### src/rtl/pit_pkg.sv
package pit_pkg;

    typedef enum logic [1:0] {
        ST_IDLE,
        ST_LOAD_HI,
        ST_COUNT,
        ST_COUNT_HI
    } pit_state_e;

    typedef enum logic [2:0] {
        MODE_TICK = 3'b010,
        MODE_TONE = 3'b011
    } pit_mode_e;

    typedef struct packed {
        logic prog;
        logic latch;
        logic tone;
    } pit_cmd_t;

endpackage

### src/rtl/pit_cmd_decode.sv
module pit_cmd_decode
    import pit_pkg::*;
#(
    parameter int          BYTE_W  = 8,
    parameter logic [1:0]  CHAN_ID = 2'd0
) (
    input  logic              ctrl_wr,
    input  logic [BYTE_W-1:0] word,
    output pit_cmd_t          cmd
);

    logic [1:0] sel_f;
    logic [1:0] acc_f;
    logic [2:0] mode_f;
    logic       bcd_f;

    assign sel_f  = word[7:6];
    assign acc_f  = word[5:4];
    assign mode_f = word[3:1];
    assign bcd_f  = word[0];

    always_comb begin
        cmd = '0;
        if (ctrl_wr && sel_f == CHAN_ID) begin
            if (acc_f == 2'b00) begin
                cmd.latch = 1'b1;
            end else if (acc_f == 2'b11 && !bcd_f &&
                         (mode_f == MODE_TICK || mode_f == MODE_TONE)) begin
                cmd.prog = 1'b1;
                cmd.tone = (mode_f == MODE_TONE);
            end
        end
    end

endmodule

### src/rtl/pit_count_fsm.sv
module pit_count_fsm
    import pit_pkg::*;
#(
    parameter int CNT_W = 16
) (
    input  logic               clk,
    input  logic               rst_n,
    input  logic               prog,
    input  logic               prog_tone,
    input  logic               data_wr,
    input  logic [CNT_W/2-1:0] wdata,
    input  logic               count_en,
    input  logic               gate,
    output logic               tick_o,
    output logic               wave_o,
    output logic               run,
    output logic [CNT_W:0]     cnt,
    output logic [CNT_W:0]     period
);

    localparam int BYTE_W = CNT_W / 2;
    localparam int EXT_W  = CNT_W + 1;
    localparam logic [EXT_W-1:0] FULL_SPAN = {1'b1, {CNT_W{1'b0}}};
    localparam logic [EXT_W-1:0] ONE       = EXT_W'(1);

    pit_state_e        state, state_nxt;
    logic              tone_mode;
    logic [BYTE_W-1:0] lo_byte;
    logic [EXT_W-1:0]  pend;
    logic              pend_vld;
    logic [CNT_W-1:0]  full_val;
    logic [EXT_W-1:0]  ext_val;
    logic              terminal;
    logic [EXT_W-1:0]  next_load;

    assign full_val  = {wdata, lo_byte};
    assign ext_val   = (full_val == '0) ? FULL_SPAN : {1'b0, full_val};
    assign run       = (state == ST_COUNT) || (state == ST_COUNT_HI);
    assign terminal  = run && count_en && (cnt == ONE);
    assign next_load = pend_vld ? pend : period;

    // next-state logic
    always_comb begin
        state_nxt = state;
        unique case (state)
            ST_IDLE:     if (data_wr) state_nxt = ST_LOAD_HI;
            ST_LOAD_HI:  if (data_wr) state_nxt = ST_COUNT;
            ST_COUNT:    if (data_wr) state_nxt = ST_COUNT_HI;
            ST_COUNT_HI: if (data_wr) state_nxt = ST_COUNT;
        endcase
        if (prog) state_nxt = ST_IDLE;
    end

    // state register
    always_ff @(posedge clk) begin
        if (!rst_n) state <= ST_IDLE;
        else        state <= state_nxt;
    end

    // counter datapath
    always_ff @(posedge clk) begin
        if (!rst_n) begin
            tone_mode <= 1'b0;
            lo_byte   <= '0;
            pend      <= '0;
            pend_vld  <= 1'b0;
            cnt       <= '0;
            period    <= '0;
        end else begin
            if (data_wr && (state == ST_IDLE || state == ST_COUNT))
                lo_byte <= wdata;

            if (data_wr && state == ST_LOAD_HI) begin
                cnt    <= ext_val;
                period <= ext_val;
            end else if (terminal) begin
                cnt      <= next_load;
                period   <= next_load;
                pend_vld <= 1'b0;
            end else if (run && count_en) begin
                cnt <= cnt - ONE;
            end

            if (data_wr && state == ST_COUNT_HI) begin
                pend     <= ext_val;
                pend_vld <= 1'b1;
            end

            if (prog) begin
                tone_mode <= prog_tone;
                pend_vld  <= 1'b0;
            end
        end
    end

    // outputs
    always_comb begin
        tick_o = !tone_mode && terminal;
        wave_o = tone_mode && gate && (!run || (cnt > (period >> 1)));
    end

endmodule

### src/rtl/pit_readback.sv
module pit_readback #(
    parameter int CNT_W = 16
) (
    input  logic               clk,
    input  logic               rst_n,
    input  logic               prog,
    input  logic               latch_cmd,
    input  logic               data_rd,
    input  logic [CNT_W-1:0]   live,
    output logic [CNT_W/2-1:0] rdata,
    output logic               latched,
    output logic [CNT_W-1:0]   snap
);

    localparam int BYTE_W = CNT_W / 2;

    logic             rd_hi;
    logic [CNT_W-1:0] src;

    always_ff @(posedge clk) begin
        if (!rst_n) begin
            latched <= 1'b0;
            snap    <= '0;
            rd_hi   <= 1'b0;
        end else if (prog) begin
            latched <= 1'b0;
            rd_hi   <= 1'b0;
        end else begin
            if (data_rd) begin
                rd_hi <= !rd_hi;
                if (latched && rd_hi) latched <= 1'b0;
            end
            if (latch_cmd && !latched) begin
                snap    <= live;
                latched <= 1'b1;
                rd_hi   <= 1'b0;
            end
        end
    end

    assign src   = latched ? snap : live;
    assign rdata = rd_hi ? src[CNT_W-1:BYTE_W] : src[BYTE_W-1:0];

endmodule

### src/rtl/pit_channel.sv
module pit_channel
    import pit_pkg::*;
#(
    parameter int         BYTE_W  = 8,
    parameter logic [1:0] CHAN_ID = 2'd0
) (
    input  logic              clk,
    input  logic              rst_n,
    input  logic              wr_en,
    input  logic              rd_en,
    input  logic              addr_ctrl,
    input  logic [BYTE_W-1:0] wdata,
    output logic [BYTE_W-1:0] rdata,
    input  logic              count_en,
    input  logic              gate,
    output logic              tick_o,
    output logic              wave_o
);

    localparam int CNT_W = 2 * BYTE_W;

    pit_cmd_t         cmd;
    logic             ctrl_wr, data_wr, data_rd;
    logic             run_w, latched_w;
    logic [CNT_W:0]   cnt_w, period_w;
    logic [CNT_W-1:0] snap_w;

    assign ctrl_wr = wr_en && addr_ctrl;
    assign data_wr = wr_en && !addr_ctrl;
    assign data_rd = rd_en && !addr_ctrl;

    pit_cmd_decode #(.BYTE_W(BYTE_W), .CHAN_ID(CHAN_ID)) u_dec (
        .ctrl_wr (ctrl_wr),
        .word    (wdata),
        .cmd     (cmd)
    );

    pit_count_fsm #(.CNT_W(CNT_W)) u_fsm (
        .clk       (clk),
        .rst_n     (rst_n),
        .prog      (cmd.prog),
        .prog_tone (cmd.tone),
        .data_wr   (data_wr),
        .wdata     (wdata),
        .count_en  (count_en),
        .gate      (gate),
        .tick_o    (tick_o),
        .wave_o    (wave_o),
        .run       (run_w),
        .cnt       (cnt_w),
        .period    (period_w)
    );

    pit_readback #(.CNT_W(CNT_W)) u_rb (
        .clk       (clk),
        .rst_n     (rst_n),
        .prog      (cmd.prog),
        .latch_cmd (cmd.latch),
        .data_rd   (data_rd),
        .live      (cnt_w[CNT_W-1:0]),
        .rdata     (rdata),
        .latched   (latched_w),
        .snap      (snap_w)
    );

endmodule

### config.mk
export PLATFORM = sky130hd
export DESIGN_NAME = pit_channel
export DESIGN_NICKNAME = d
export VERILOG_FILES = /design/src/rtl/pit_pkg.sv /design/src/rtl/pit_cmd_decode.sv /design/src/rtl/pit_count_fsm.sv /design/src/rtl/pit_readback.sv /design/src/rtl/pit_channel.sv
export SDC_FILE = /design/constraint.sdc
export NUM_CORES = 1
export LEC_CHECK = 0
export BUFFER_PORTS_ARGS = -buffer_cell sky130_fd_sc_hd__buf_4
export CAP_MARGIN = 20
export CORE_AREA = 8 8 130 132
export DETAILED_ROUTE_END_ITERATION = 6
export DIE_AREA = 0 0 138 140
export GPL_ROUTABILITY_DRIVEN = 0
export PLACE_DENSITY_LB_ADDON = 0.08
export SETUP_SLACK_MARGIN = 0.5
export SYNTH_ARGS = -nofsm -noshare
export SYNTH_HDL_FRONTEND = slang
export SYNTH_SLANG_ARGS = --single-unit
### constraint.sdc
create_clock -name clk -period 1.87 [get_ports clk]
set_input_delay 0.187 -clock clk [delete_from_list [all_inputs] [get_ports clk]]
set_output_delay 0.187 -clock clk [all_outputs]
set_load 0.1 [all_outputs]
After elaboration in Yosys (flattened, before gate mapping). Index checks and enable logic that the tools add are counted. Widths: inputs -> output; s select.

Output and inout bits: 10. Bits of input ports: 15. Register bits: 81.

Order comparisons: 1. Equality and inequality tests: 11. Bitwise gates (word level): 2. $add $sub $neg: 1. Mux-type cells: 25. Reduce and logical (&&, ||, !) cells: 42.

Operators by type and width (number): $mux 17 (7); $eq 17x1->1 const B (1); $gt 17x16->1 (1); $sub 17x1->17 const B (1); $logic_and 1x1->1 (16); $logic_not 16->1 (1); $mux 16 (1); $mux 1 (11); $mux 8 (1); $reduce_bool 2->1 (4); $eq 2x2->1 const B (3); $eq 3x2->1 const B (2); $logic_not 1->1 (6); $logic_not 2->1 (3); $mux 2 (3); $ne 2x1->1 const B (3); $pmux 2 s3 (1); $reduce_and 2->1 (3); $logic_or 1x1->1 (4); $reduce_or 2->1 (2); $mux 3 (1); $reduce_and 3->1 (1); $reduce_bool 3->1 (1); $reduce_or 3->1 (1); other kinds (3) (4).

Logic depth before layout (Yosys ltp).
Word-level depth: 9. Depth in mapped cells: 9. Mapped depth without buffers: 7.

Hierarchy. From an unflattened synthesis, not the netlist that was laid out.

Cells, all modules: 542. Area total of the unflattened synthesis: 4411.7 um2.

By module, submodules not included: pit_count_fsm (area each 3407.0 um2, cells an instance 443, seq. area each 1261.2 um2, instances 1); pit_readback (area each 939.7 um2, cells an instance 89, seq. area each 360.3 um2, instances 1); pit_cmd_decode (area each 46.3 um2, cells an instance 7, seq. area each 0.0 um2, instances 1); pit_channel (area each 18.8 um2, cells an instance 3, seq. area each 0.0 um2, instances 1).

Worst setup path before layout. OpenSTA, ideal clock, no wires.

Kind: register -> output. Start point: register u_fsm.cnt[9]. End point: output tick_o. Arrival: 2.515 ns. Path buffers: 2. Cell stages (with the launch flop): 7. Data required time: 1.683 ns. Slack: -0.832 ns. Cell sequence: dfxtp_1 buf_2 nor4_4 and3_1 buf_4 nand2_1 nor2_1.

Longest elaborated chain between the ends: 3.

RTL lines: start, declared (line pit_count_fsm.sv:17) `output logic [CNT_W:0] cnt,`; start signal, assigned (line pit_count_fsm.sv:74) `cnt <= ext_val;`; start signal, assigned (line pit_count_fsm.sv:77) `cnt <= next_load;`; start signal, assigned (line pit_count_fsm.sv:81) `cnt <= cnt - ONE;`; $eq 17x1->1 (line pit_count_fsm.sv:39) `assign terminal = run && count_en && (cnt == ONE);`; $logic_and 1x1->1 (line pit_count_fsm.sv:39); $logic_and 1x1->1 (line pit_count_fsm.sv:98) `tick_o = !tone_mode && terminal;`; end, declared (line pit_channel.sv:16) `output logic tick_o,`.

No other way between the ends.

Worst setup path after layout.
Start point: register u_fsm.period[14]. End point: output wave_o.

Longest elaborated chain between the ends: 3.

RTL lines: start, declared (line pit_count_fsm.sv:18) `output logic [CNT_W:0] period`; start signal, assigned (line pit_count_fsm.sv:75) `period <= ext_val;`; start signal, assigned (line pit_count_fsm.sv:78) `period <= next_load;`; $gt 17x16->1 (line pit_count_fsm.sv:99) `wave_o = tone_mode && gate && (!run || (cnt > (period >> 1)));`; $logic_or 1x1->1 (line pit_count_fsm.sv:99); $logic_and 1x1->1 (line pit_count_fsm.sv:99); end, declared (line pit_channel.sv:17) `output logic wave_o`.

No other way between the ends.

==> reports/results.tsv <==
metric	value	unit
numClockSinks	81	
rows	45	
synth_area	0.00435	mm^2
grt_pass1_vias	4461	
synth_ff_type	dfxtp_1	
r2r_slack	-0.17	ns
ys_seq_area_share	37.3	%
grt_max_degree	50	
synth_cell_types	65	
cp_max_fo	2	
fin_skew	0.00699	ns
hold_viol	0	
max-cap-violations	0	
grtUsageTotal	16.9	%
r2r_end	u_fsm.cnt[6]	
final_core_util	46.7	%
period_minus_slack	2.21	ns
die_x	138	um
netlist.area_leader.share	37.3	%
synth_edf_count	0	
synth.ff_latch_count	81	
grt_pass1_wl	25800	um
cts_tree	yes	
ir_drop	405	uV
via_per_inst	5.29	
synth.top_cells.by_count	nand2_1 (110), dfxtp_1 (81), a21oi_1 (62)	
clockRootBuffer	clkbuf_16	
htreeDepth	3	
busiest_layer	met2	
clockBufferDepth	2	
yosysTopAreaCell	dfxtp_1	
coreArea	0.0149	mm^2
fin_crit_sh	118	%
violations	setup timing	
avgSynthCellArea	8.22	um^2
dp_cells	788	
worst_pin_slew	0.493	ns
dr.pass1.iters	5	
synthArstFlopShare	0	%
fmax	453	MHz
met2_usage	26.7	%
io-pin-count	25	
stdcell_count	837	
vias	4424	
required	1.68	ns
worst_setup_path_start_kind	register	
grt_overflow	0	
synth_cells	529	
crit-reg2reg-launch	u_fsm.cnt[1]	
end_kind	output pin	
synth_warnings	0	
synthToLayoutAreaGrowth	59.7	%
numCtsBuffers	9	
synthTopCellsByArea	dfxtp_1 (37%), nand2_1 (9.5%), a21oi_1 (7.1%)	
port_buffers	24	
place_ws	-0.201	ns
min-delay-start	wdata[3]	
antenna_found_initial	0	
holdPathEnd	u_fsm.lo_byte[3]	
wl_per_cell	19.8	um
powerDensity	689	mW/mm^2
drt_iter0_drc	211	
start_util	29.3	%
ant_nets	0	
min_path_type	in2reg	
drt-total-wl	16600	um
r2r_cells	12	
power_leakage	2.55	nW
arrival	2.02	ns
use_met3	3.11	%
syn_nets	562	
chipHeight	140	um
clkLatencyLatePin	0.34	ns
met1_usage	22.0	%
drt_drc_violations_left	0	
hpwlAfterDp	11600	um
placed_area	0.00541	mm^2
path_clk_slew	0.06	ns
rsz0062_at_grt	true	
synth_most_common_cell	nand2_1	
max_slew_margin	67.1	%
fin_ws	-0.338	ns
antenna_cells	0	
die_area	0.0193	mm^2
nNetsFinal	677	
final_cell_area	0.00694	mm^2
layout-drive-gt1-share	49.2	%
outcome	finished, violations left	
slew_violations	0	
finalSetupViolCount	36	
crit_type	reg2out	
setup_tns	-3.65	ns
cts-hold-fix-buffers	0	
hold_depth	3	
-- layout by cell type, fill, tap and decap left out, types with 3 or more instances in the layout --
cell type,Yosys,layout
nand3_2,2,6
ha_4,0,7
o211a_1,3,3
nor4_1,7,5
a21oi_2,1,31
nor2b_1,5,5
o21ai_2,1,3
buf_8,0,4
mux2i_1,14,14
a21oi_1,62,31
or4_4,1,4
nor4_4,2,4
nand2_1,110,82
mux4_2,8,8
buf_12,0,17
nand3_1,16,11
dfxtp_1,81,60
nand2_4,0,17
dfxtp_2,0,13
o21ai_0,19,14
buf_4,1,80
nor2_1,30,26
nand4_1,3,3
o31a_1,3,3
a21o_1,3,3
nor3_1,9,4
nor3_2,0,3
inv_1,20,14
clkbuf_16,0,9
ha_1,18,11
inv_2,0,5
buf_6,2,40
a32oi_4,0,3
a22oi_2,0,3
a31oi_1,8,7
a32oi_1,7,3
dfxtp_4,0,8
nand2_2,0,10
o21ai_1,1,3
-- state kept, by name, summed over array words and instances (netlist names) --
name and cells:
u_fsm.tone_mode 1, u_fsm.period 17, u_rb.snap 16, u_fsm.state 2, u_fsm.cnt 17, u_fsm.lo_byte 8, u_fsm.pend_vld 1, u_rb.latched 1
u_rb.rd_hi 1, u_fsm.pend 17
-- layer usage --
| metal | wire length (um) | vias up |
|---|---|---|
| met3 | 634 | 27 |
| met1 | 7680 | 2184 |
| li1 | - | 2127 |
| met2 | 7830 | 86 |
| met5 | 0 | - |
| met4 | 454 | 0 |
-- worst max path at each step --
| stage | from | to | depth (start not counted) |
|---|---|---|---|
| floorplan | u_fsm.cnt[12] | tick_o | 5 |
| global placement | u_fsm.period[16] | wave_o | 8 |
| detailed placement | u_fsm.period[16] | wave_o | 8 |
| CTS | u_fsm.cnt[14] | wave_o | 6 |
| global route | u_fsm.period[14] | wave_o | 7 |
| finish | u_fsm.period[14] | wave_o | 7 |
-- through the flow --
step | total power, mW | hold slack (ns)
global placement | 2.82 | 0.439
CTS | 4.75 | 0.110
finish | 4.78 | 0.121
floorplan | 2.46 | 0.323
detailed placement | 2.83 | 0.448
global route | 5.00 | 0.129
-- cells by family (layout without fill, tap and decap cells) --
family,after synthesis,after routing,share of synthesized area (%)
AO/OA/AOI/OAI,140,140,20.8
AND/OR/NAND/NOR,206,206,22.6
XOR/XNOR,3,3,0.604
buffers and inverters,57,177,5.67
multiplexers,24,24,7.88
flip-flops,81,81,37.3
adder cells (fa/ha/maj),18,18,5.18
-- worst max-delay path, stage by stage (launching register included) --
cell and delay, ns:
dfxtp_1 0.34, inv_1 0.07, ha_1 0.18, a21o_1 0.18
a2111oi_2 0.34, o21ai_2 0.14, o21a_4 0.25, buf_12 0.16
-- layout make-up --
type / instances / area (um^2)
clock inverter: 6 / 41.3
sequential: 81 / 1670
multi-input combinational: 391 / 3230
tap: 188 / 235
fill: 1448 / 7920
clock buffer: 10 / 239
inverter: 20 / 77.6
timing repair buffer: 141 / 1450
-- what timing repair did --
item,in CTS,in global routing
gates cloned,2,0
setup endpoints to repair,61,77
resized for setup,136,108
setup buffers,25,6
pin swaps,42,46
-- power breakdown --
| part | internal (mW) | leakage [nW] | total (mW) | switching [mW] |
|---|---|---|---|---|
| Sequential | 1.76 | 0.667 | 1.82 | 0.0547 |
| Combinational | 0.576 | 1.74 | 1.26 | 0.681 |
| Clock | 0.939 | 0.139 | 1.71 | 0.766 |
| Total | 3.28 | 2.55 | 4.78 | 1.50 |
Power figures use the tool's default switching activity.
